--- src/rtl/serial_op_pkg.sv ---
package serial_op_pkg;
    localparam int OP_W    = 8;
    localparam int GRP_W   = 2;
    localparam int REG_W   = 3;
    localparam int N_GRP   = 1 << GRP_W;
    localparam int N_CLASS = 5;
    localparam int N_HALT  = 3;

    localparam logic [REG_W-1:0] REG_MEM = 3'd7;

    localparam int CL_LOAD   = 0;
    localparam int CL_ALU    = 1;
    localparam int CL_BRANCH = 2;
    localparam int CL_SHIFT  = 3;
    localparam int CL_IO     = 4;

    localparam logic [GRP_W-1:0] GRP_MISC = 2'b00;
    localparam logic [GRP_W-1:0] GRP_FLOW = 2'b01;
    localparam logic [GRP_W-1:0] GRP_ARIT = 2'b10;
    localparam logic [GRP_W-1:0] GRP_MOVE = 2'b11;

    typedef enum logic [1:0] {
        BR_JUMP    = 2'd0,
        BR_CALL    = 2'd1,
        BR_RETURN  = 2'd2,
        BR_RESTART = 2'd3
    } br_kind_e;

    typedef struct packed {
        logic                valid;
        logic [GRP_W-1:0]    group;
        logic [REG_W-1:0]    dst;
        logic [REG_W-1:0]    src;
        logic                halt;
        logic [N_CLASS-1:0]  cls;
        logic                mem_src;
        logic                mem_dst;
        br_kind_e            kind;
        logic [1:0]          flag_sel;
        logic                on_true;
        logic                always_br;
    } dec_word_t;
endpackage

--- src/rtl/opdec_fields.sv ---
module opdec_fields
    import serial_op_pkg::*;
#(
    parameter int                         HALT_CNT  = N_HALT,
    parameter logic [HALT_CNT*OP_W-1:0]   HALT_LIST = {8'hFF, 8'h01, 8'h00}
) (
    input  logic [OP_W-1:0]  op_i,
    output logic [GRP_W-1:0] grp_o,
    output logic [REG_W-1:0] dst_o,
    output logic [REG_W-1:0] src_o,
    output logic             halt_o
);
    localparam int SRC_LO = 0;
    localparam int DST_LO = SRC_LO + REG_W;
    localparam int GRP_LO = DST_LO + REG_W;

    logic [HALT_CNT-1:0] hit;

    assign src_o = op_i[SRC_LO +: REG_W];
    assign dst_o = op_i[DST_LO +: REG_W];
    assign grp_o = op_i[GRP_LO +: GRP_W];

    for (genvar h = 0; h < HALT_CNT; h++) begin : g_halt
        assign hit[h] = (op_i == HALT_LIST[h*OP_W +: OP_W]);
    end

    assign halt_o = |hit;
endmodule

--- src/rtl/opdec_class.sv ---
module opdec_class
    import serial_op_pkg::*;
(
    input  logic [GRP_W-1:0]   grp_i,
    input  logic [REG_W-1:0]   dst_i,
    input  logic [REG_W-1:0]   src_i,
    input  logic               halt_i,
    output logic [N_CLASS-1:0] cls_o,
    output br_kind_e           kind_o,
    output logic               mem_src_o,
    output logic               mem_dst_o
);
    logic [N_GRP-1:0] grp_hit;

    for (genvar g = 0; g < N_GRP; g++) begin : g_grp
        assign grp_hit[g] = (grp_i == GRP_W'(g));
    end

    always_comb begin
        cls_o     = '0;
        kind_o    = BR_JUMP;
        mem_src_o = 1'b0;
        mem_dst_o = 1'b0;
        if (!halt_i) begin
            if (grp_hit[GRP_MOVE]) begin
                cls_o[CL_LOAD] = 1'b1;
                mem_src_o      = (src_i == REG_MEM);
                mem_dst_o      = (dst_i == REG_MEM);
            end else if (grp_hit[GRP_ARIT]) begin
                cls_o[CL_ALU]  = 1'b1;
                mem_src_o      = (src_i == REG_MEM);
            end else if (grp_hit[GRP_FLOW]) begin
                if (src_i[0]) begin
                    cls_o[CL_IO] = 1'b1;
                end else begin
                    cls_o[CL_BRANCH] = 1'b1;
                    kind_o = src_i[1] ? BR_CALL : BR_JUMP;
                end
            end else begin
                unique case (src_i)
                    3'd0, 3'd1, 3'd4: cls_o[CL_ALU]   = 1'b1;
                    3'd2:             cls_o[CL_SHIFT] = 1'b1;
                    3'd3, 3'd7: begin
                        cls_o[CL_BRANCH] = 1'b1;
                        kind_o           = BR_RETURN;
                    end
                    3'd5: begin
                        cls_o[CL_BRANCH] = 1'b1;
                        kind_o           = BR_RESTART;
                    end
                    default: begin
                        cls_o[CL_LOAD] = 1'b1;
                        mem_dst_o      = (dst_i == REG_MEM);
                    end
                endcase
            end
        end
    end
endmodule

--- src/rtl/opdec_branch.sv ---
module opdec_branch (
    input  logic       is_branch_i,
    input  logic [3:0] cond_bits_i,
    output logic [1:0] flag_sel_o,
    output logic       on_true_o,
    output logic       always_o
);
    always_comb begin
        flag_sel_o = 2'b00;
        on_true_o  = 1'b0;
        always_o   = 1'b0;
        if (is_branch_i) begin
            always_o   = cond_bits_i[0];
            flag_sel_o = cond_bits_i[2:1];
            on_true_o  = cond_bits_i[3];
        end
    end
endmodule

--- src/rtl/serial_op_decoder.sv ---
module serial_op_decoder
    import serial_op_pkg::*;
(
    input  logic             clk,
    input  logic             rst_n,
    input  logic             ir_load,
    input  logic [OP_W-1:0]  ir_byte,
    output logic             dec_valid,
    output logic [GRP_W-1:0] dec_group,
    output logic [REG_W-1:0] dec_dst,
    output logic [REG_W-1:0] dec_src,
    output logic             dec_halt,
    output logic             cls_load,
    output logic             cls_alu,
    output logic             cls_branch,
    output logic             cls_shift,
    output logic             cls_io,
    output logic             mem_src,
    output logic             mem_dst,
    output logic [1:0]       br_kind,
    output logic [1:0]       br_flag_sel,
    output logic             br_on_true,
    output logic             br_always
);
    logic [GRP_W-1:0]   f_grp;
    logic [REG_W-1:0]   f_dst;
    logic [REG_W-1:0]   f_src;
    logic               f_halt;
    logic [N_CLASS-1:0] c_cls;
    br_kind_e           c_kind;
    logic               c_msrc;
    logic               c_mdst;
    logic [1:0]         b_sel;
    logic               b_true;
    logic               b_always;

    dec_word_t dec_d, dec_q;

    opdec_fields u_fields (
        .op_i   (ir_byte),
        .grp_o  (f_grp),
        .dst_o  (f_dst),
        .src_o  (f_src),
        .halt_o (f_halt)
    );

    opdec_class u_class (
        .grp_i     (f_grp),
        .dst_i     (f_dst),
        .src_i     (f_src),
        .halt_i    (f_halt),
        .cls_o     (c_cls),
        .kind_o    (c_kind),
        .mem_src_o (c_msrc),
        .mem_dst_o (c_mdst)
    );

    opdec_branch u_branch (
        .is_branch_i (c_cls[CL_BRANCH]),
        .cond_bits_i (ir_byte[5:2]),
        .flag_sel_o  (b_sel),
        .on_true_o   (b_true),
        .always_o    (b_always)
    );

    always_comb begin
        dec_d = dec_q;
        if (ir_load) begin
            dec_d.valid     = 1'b1;
            dec_d.group     = f_grp;
            dec_d.dst       = f_dst;
            dec_d.src       = f_src;
            dec_d.halt      = f_halt;
            dec_d.cls       = c_cls;
            dec_d.mem_src   = c_msrc;
            dec_d.mem_dst   = c_mdst;
            dec_d.kind      = c_kind;
            dec_d.flag_sel  = b_sel;
            dec_d.on_true   = b_true;
            dec_d.always_br = b_always;
        end
    end

    always_ff @(posedge clk or negedge rst_n) begin
        if (!rst_n) dec_q <= '0;
        else        dec_q <= dec_d;
    end

    assign dec_valid   = dec_q.valid;
    assign dec_group   = dec_q.group;
    assign dec_dst     = dec_q.dst;
    assign dec_src     = dec_q.src;
    assign dec_halt    = dec_q.halt;
    assign cls_load    = dec_q.cls[CL_LOAD];
    assign cls_alu     = dec_q.cls[CL_ALU];
    assign cls_branch  = dec_q.cls[CL_BRANCH];
    assign cls_shift   = dec_q.cls[CL_SHIFT];
    assign cls_io      = dec_q.cls[CL_IO];
    assign mem_src     = dec_q.mem_src;
    assign mem_dst     = dec_q.mem_dst;
    assign br_kind     = dec_q.kind;
    assign br_flag_sel = dec_q.flag_sel;
    assign br_on_true  = dec_q.on_true;
    assign br_always   = dec_q.always_br;

    p_idle_zero_r1: assert property (@(posedge clk) disable iff (!rst_n)
        !dec_valid |-> (dec_q == '0));

    p_hold_r2: assert property (@(posedge clk) disable iff (!rst_n)
        !ir_load |=> $stable(dec_q));

    p_load_valid_r2: assert property (@(posedge clk) disable iff (!rst_n)
        ir_load |=> dec_valid);

    p_halt_codes_r4: assert property (@(posedge clk) disable iff (!rst_n)
        dec_halt |-> ({dec_group, dec_dst, dec_src} inside {8'h00, 8'h01, 8'hFF}));

    p_halt_quiet_r4: assert property (@(posedge clk) disable iff (!rst_n)
        dec_halt |-> ({cls_load, cls_alu, cls_branch, cls_shift, cls_io, mem_src, mem_dst} == '0));

    p_ff_halts_r4: assert property (@(posedge clk) disable iff (!rst_n)
        (dec_valid && dec_group == GRP_MOVE && dec_dst == REG_MEM && dec_src == REG_MEM) |-> dec_halt);

    p_one_class_r5: assert property (@(posedge clk) disable iff (!rst_n)
        (dec_valid && !dec_halt) |->
        ($countones({cls_load, cls_alu, cls_branch, cls_shift, cls_io}) == 1));

    p_move_load_r6: assert property (@(posedge clk) disable iff (!rst_n)
        (dec_valid && !dec_halt && dec_group == GRP_MOVE) |-> cls_load);

    p_arit_alu_r7: assert property (@(posedge clk) disable iff (!rst_n)
        (dec_valid && dec_group == GRP_ARIT) |-> cls_alu);

    p_br_quiet_r10: assert property (@(posedge clk) disable iff (!rst_n)
        !cls_branch |-> ({br_kind, br_flag_sel, br_on_true, br_always} == '0));
endmodule

--- config.mk ---
export PLATFORM = sky130hd
export DESIGN_NAME = serial_op_decoder
export DESIGN_NICKNAME = d
export VERILOG_FILES = /design/src/rtl/serial_op_pkg.sv /design/src/rtl/opdec_fields.sv /design/src/rtl/opdec_class.sv /design/src/rtl/opdec_branch.sv /design/src/rtl/serial_op_decoder.sv
export SDC_FILE = /design/constraint.sdc
export NUM_CORES = 1
export LEC_CHECK = 0
export ABC_AREA = 1
export CELL_PAD_IN_SITES_DETAIL_PLACEMENT = 1
export CELL_PAD_IN_SITES_GLOBAL_PLACEMENT = 2
export CORE_UTILIZATION = 23
export DETAILED_ROUTE_END_ITERATION = 7
export HOLD_SLACK_MARGIN = 0.05
export PLACE_DENSITY = 0.74
export SLEW_MARGIN = 25
export SYNTH_ARGS = -nofsm -noshare
export SYNTH_HDL_FRONTEND = slang
export SYNTH_SLANG_ARGS = --single-unit
--- constraint.sdc ---
create_clock -name clk -period 0.85 [get_ports clk]
set_clock_uncertainty 0.1 [all_clocks]
set_input_delay 0.255 -clock clk [delete_from_list [all_inputs] [get_ports clk]]
set_output_delay 0.255 -clock clk [all_outputs]
set_load 0.02 [all_outputs]
## Word level (Yosys, flattened, before mapping)

Cells that the tools add are included.
W data, S select, Z words.

- Equal/unequal tests: 12
- Mux-type cells: 34
- Reduce and logical (&&, ||, !) cells: 7

Operators by type and width:

| kind | number |
|---|---|
| $mux W1 | 23 |
| $mux W2 | 7 |
| $eq A3 B3 Y1 const B | 4 |
| $reduce_or A3 Y1 | 3 |
| $eq A8 B1 Y1 const B | 1 |
| $eq A8 B8 Y1 const B | 1 |
| $logic_not A8 Y1 | 1 |
| $reduce_or A7 Y1 | 1 |
| $eq A3 B2 Y1 const B | 2 |
| $mux W5 | 1 |
| $eq A2 B2 Y1 const B | 2 |
| $mux W4 | 1 |
| $pmux W2 S2 | 1 |
| $eq A3 B1 Y1 const B | 1 |
| $logic_not A3 Y1 | 1 |
| $mux W3 | 1 |
| $eq A2 B1 Y1 const B | 1 |
| $reduce_or A2 Y1 | 1 |

- Register bits after elaboration: 23
- Input port bits: 11

## Depth between registers and ports, before layout

- Depth in word-level cells: 8
- Mapped depth: 6
- Mapped depth without buffers: 6

## Hierarchy

From an unflattened synthesis, not the netlist that was laid out.

- Cells, all modules: 162
- Area total of the unflattened synthesis: 1181.1 um^2

Modules (own cells, without submodules):

| module | instances | cells each | area an instance (um^2) | seq. area each (um^2) |
|---|---|---|---|---|
| serial_op_decoder | 1 | 95 | 870.8 | 575.6 |
| opdec_class | 1 | 31 | 145.1 | 0.0 |
| opdec_fields | 1 | 28 | 135.1 | 0.0 |
| opdec_branch | 1 | 8 | 30.0 | 0.0 |

## Least setup slack after synthesis

OpenSTA, ideal clock, no wires.

- Path type: input -> register
- Start: input port ir_byte[0]
- End: register dec_q (netlist bit cls_alu)
- Library setup time: 123 ps
- Arrival: 754 ps
- Slack: -128 ps
- Stages on the path: 6
- Path buffers: 1
- Cell sequence: buf_4 -> nand2_1 -> nor2_2 -> nand2_2 -> nand2_2 -> o21ai_2

- Word-level cells in the longest chain between the ends: 7

RTL lines:

| what | RTL line | text |
|---|---|---|
| start, declared | serial_op_decoder.sv:7 | `input logic [OP_W-1:0] ir_byte,` |
| $eq A3 B1 Y1 (tied with other cells) | opdec_class.sv:40 | `unique case (src_i)` |
| $reduce_or A3 Y1 | opdec_class.sv:40 |  |
| $mux W1 | opdec_class.sv:40 |  |
| $mux W2 | opdec_class.sv:32 | `end else if (grp_hit[GRP_FLOW]) begin` |
| $mux W1 | opdec_class.sv:29 | `end else if (grp_hit[GRP_ARIT]) begin` |
| $mux W4 | opdec_class.sv:25 | `if (grp_hit[GRP_MOVE]) begin` |
| $mux W5 (*) | opdec_class.sv:24 | `if (!halt_i) begin` |
| end signal, assigned | serial_op_decoder.sv:85 | `if (!rst_n) dec_q <= '0;` |
| end signal, assigned | serial_op_decoder.sv:86 | `else dec_q <= dec_d;` |
| end, declared | serial_op_decoder.sv:37 | `dec_word_t dec_d, dec_q;` |

Every way passes the cells marked *; elsewhere a longest branch is shown, timed or not.
A chain may end at the register's enable or synchronous reset.

## Worst setup path in the final report

- Start: register dec_q (netlist bit cls_load)
- End: output port cls_load

RTL lines:

| what | RTL line | text |
|---|---|---|
| end, declared | serial_op_decoder.sv:13 | `output logic cls_load,` |

No word-level cell between the ends.

==> impl_metrics.toml <==
[outcome]
status = "complete, but fails checks"
violations_in_the_final_reports = "setup timing"

[yosys]
synth-warning-count = 0
synth_compound_area_share_pct = 8.79
syn_inst = 128
main_combinational_cell_family_by_area_after_synthesis = "simple AND/OR/NAND/NOR gates"
synth_sequential_area_ratio_pct = 54.6
synth_cell_type_count = 20
synth_adder_area_share_pct = 0
multiplexer_fraction_of_the_synthesized_cell_area_pct = 0
synth_fp_nets = 139
post_synth_xor_area_fraction_pct = 0
post_synth.cell_area_avg_um2 = 8.23
post_synth_instance_area_um2 = 1050
synth_simple_gate_area_share_pct = 30.3
synth_seq_cells = 23

[setup_path]
reg2regPathDepth = 3
family_with_the_most_delay_on_the_worst_path = "flip-flops"
startpoint = "cls_load"
type_of_element_capturing_the_critical_path = "primary output"
timing.rr.end = "br_kind[1]"
critical-path-slowest-cell = "sky130_fd_sc_hd__dfrtp_1"
timing.critical_path.depth = 1
critical_path.reg2reg.startpoint = "br_kind[1]"
critPathArrivalTime_ns = 0.82
critical_path.max_stage_delay_ns = 0.41
crit_chain = "buf_6"
required_time_of_the_critical_path_ns = 0.49
critPathBufInv = 1
crit_path_max_fanout = 2
criticalPathCategory = "reg2out"
startpoint_types = "register"
cp-endpoint = "cls_load"
ff2ff_setup_slack_ns = -0.01

[floorplan]
initial_utilization_pct = 24.0
boundaryPins = 34
std_cell_rows = 24
fp.dieArea_um2 = 4860
floorplan.die.width_um = 69.7
core_region_area_um2 = 4380
die_h_um = 69.7

[min_path]
hold_class = "in2reg"
min_path_cells = 3
hold_path.startpoint = "ir_byte[0]"

[drt]
dr.first_iter.drc_count = 22
routed_wirelength_mm = 3.15
detail_route.vias_per_cell = 4.43
route.antenna.remaining_nets = 0
number_of_remaining_drc_errors = 0
routed_wire_length_per_instance_um = 12.8
firstDrtPassIters = 3
dr_total_vias = 1090

[placed_design]
dp.cells = 230
globalplace.congestion = 0.824
hpwl_mm = 2.38
io_buffer_count = 33
place_area_um2 = 1610
detailedPlace.worstSlack_ns = -0.781

[timing]
layout_setup_ws_ns = -0.322
setup-violations-final = 25
f_max_mhz = 853
final-max-slew-violation-count = 0
report.final.hold_viol_count = 0
timing.final.crit_share_pct = 138
rsz0062_at_grt = "yes"
timing.final.crit_period_ns = 1.17
slew_headroom_pct = 86.4
worstMarginPinSlew_ns = 0.202

[layout]
postLayoutCoreUtil_pct = 43.4
nNetsFinal = 206
multi_input_area_um2 = 528
num_antenna_cells = 0
mostFrequentLayoutCell = "sky130_fd_sc_hd__buf_6"
layout-drive-gt1-share_pct = 58.8
fillCellCount = 512
final_cells = 246
layout.area.seq_um2 = 577
layout.cells.most_common_list = "sky130_fd_sc_hd__buf_6 (33), sky130_fd_sc_hd__nand2_1 (31), sky130_fd_sc_hd__buf_4 (26)"
finalInstanceArea_um2 = 1900
area_growth_syn_to_fin_pct = 80.4

[clock_network]
cts-htree-levels = 1
clock-sinks = 23
cts-root-buf = "sky130_fd_sc_hd__clkbuf_8"
cts_tree = "done"
clkTransAtPathRegs_ns = 0.08
ctsLongestPathBuffers = 2
cts_inserted_buffers = 3
worst_skew_pair.late_latency_ns = 0.27

[power_and_ir_drop]
p_seq_share_pct = 45.9
comb_power_share_pct = 28.0
switchingPower_mw = 0.778
static-leakage-power_nw = 0.987
finalPower_mw = 2.66
share_clk_of_total_power_pct = 26.1
cellPowerDensity_nw_per_um2 = 1400
power.internal_mw = 1.88
irDropWorstVdd_v = 0.000629
sw_ratio_pct = 29.3

[global_routing]
antenna_violations_before_repair = 0
grt.total_usage_pct = 14.1
maximum_number_of_pins_on_one_net_before_global_route_repair = 24
grt_first_pass_wirelength_mm = 5.47
globalRouteOverflowTotal = 0
first_global_vias = 1157

[flow_run]
count_of_maximum_capacitance_violations = 0
per-stage QoR:
step / hold slack (ns) / TNS (ns)
detailed placement: 0.359 / -25.91
global route: 0.120 / -8.03
finish: 0.102 / -7.06
CTS: 0.113 / -7.20
global placement: 0.354 / -25.32
floorplan: -0.141 / -0.308
flip-flops by register name, indices dropped and copies added, names as in the netlist, 2 cells and up:
signal,count
dec_group,2
dec_src,3
br_flag_sel,2
br_kind,2
dec_dst,3
final cells by class:
| type | instances | share of cell area, % |
|---|---|---|
| multi-input combinational | 90 | 27.8 |
| tap | 52 | 3.42 |
| inverter | 11 | 2.83 |
| sequential | 23 | 30.3 |
| clock buffer | 4 | 2.37 |
| timing repair buffer | 66 | 33.2 |
kinds of logic after synthesis:
| kind of cell | count (synthesis) |
|---|---|
| simple gates | 77 |
| buf+inv | 15 |
| flops | 23 |
| compound gates | 13 |
power groups by stage:
stage	Sequential [mW]	Combinational, mW	Clock [mW]
detailed placement	1.23	0.612	0
floorplan	1.32	0.165	0
global placement	1.22	0.603	0
global route	1.23	0.805	0.773
finish	1.22	0.743	0.695
CTS	1.22	0.683	0.723
per-layer routing:
| layer | wire [um] | global-route usage (%) | vias up |
|---|---|---|---|
| met5 | 0 | 0 | - |
| met4 | 66 | 5.78 | 0 |
| met3 | 111 | 2.33 | 6 |
| met2 | 1610 | 25.0 | 24 |
| met1 | 1360 | 16.9 | 526 |
| li1 | - | - | 534 |
Yosys cell counts:
cell type                   n  area, um^2
sky130_fd_sc_hd__a21oi_1    1        5.00
sky130_fd_sc_hd__a31oi_2    1        12.5
sky130_fd_sc_hd__buf_2      2        10.0
sky130_fd_sc_hd__buf_4      2        15.0
sky130_fd_sc_hd__dfrtp_1   23         576
sky130_fd_sc_hd__inv_1      7        26.3
sky130_fd_sc_hd__inv_2      4        15.0
sky130_fd_sc_hd__nand2_1   51         191
sky130_fd_sc_hd__nand2_2    4        25.0
sky130_fd_sc_hd__nand3_1    4        20.0
sky130_fd_sc_hd__nand4_1    2        12.5
sky130_fd_sc_hd__nor2_1    12        45.0
sky130_fd_sc_hd__nor2_2     3        18.8
sky130_fd_sc_hd__o211ai_1   1        7.51
sky130_fd_sc_hd__o21ai_0    5        25.0
sky130_fd_sc_hd__o21ai_1    1        5.00
sky130_fd_sc_hd__o21ai_2    2        17.5
sky130_fd_sc_hd__o22ai_2    1        12.5
sky130_fd_sc_hd__o31ai_1    1        7.51
sky130_fd_sc_hd__or2_2      1        6.26
what timing repair did:
action / in CTS / in global routing
endpoints found under the setup margin: 46 / 41
pin swaps: 14 / 16
hold buffers: 0 / 0
buffers inserted: 9 / 9
gates resized for setup: 195 / 40
how the worst min path moves through the flow:
stage | endpoint | slack, ns
detailed placement | dec_dst[0] | 0.36
global placement | dec_dst[0] | 0.35
finish | dec_src[0] | 0.10
global route | dec_src[0] | 0.12
floorplan | br_always | -0.14
CTS | dec_src[0] | 0.11
No activity file was read; power rests on OpenSTA's default activity.
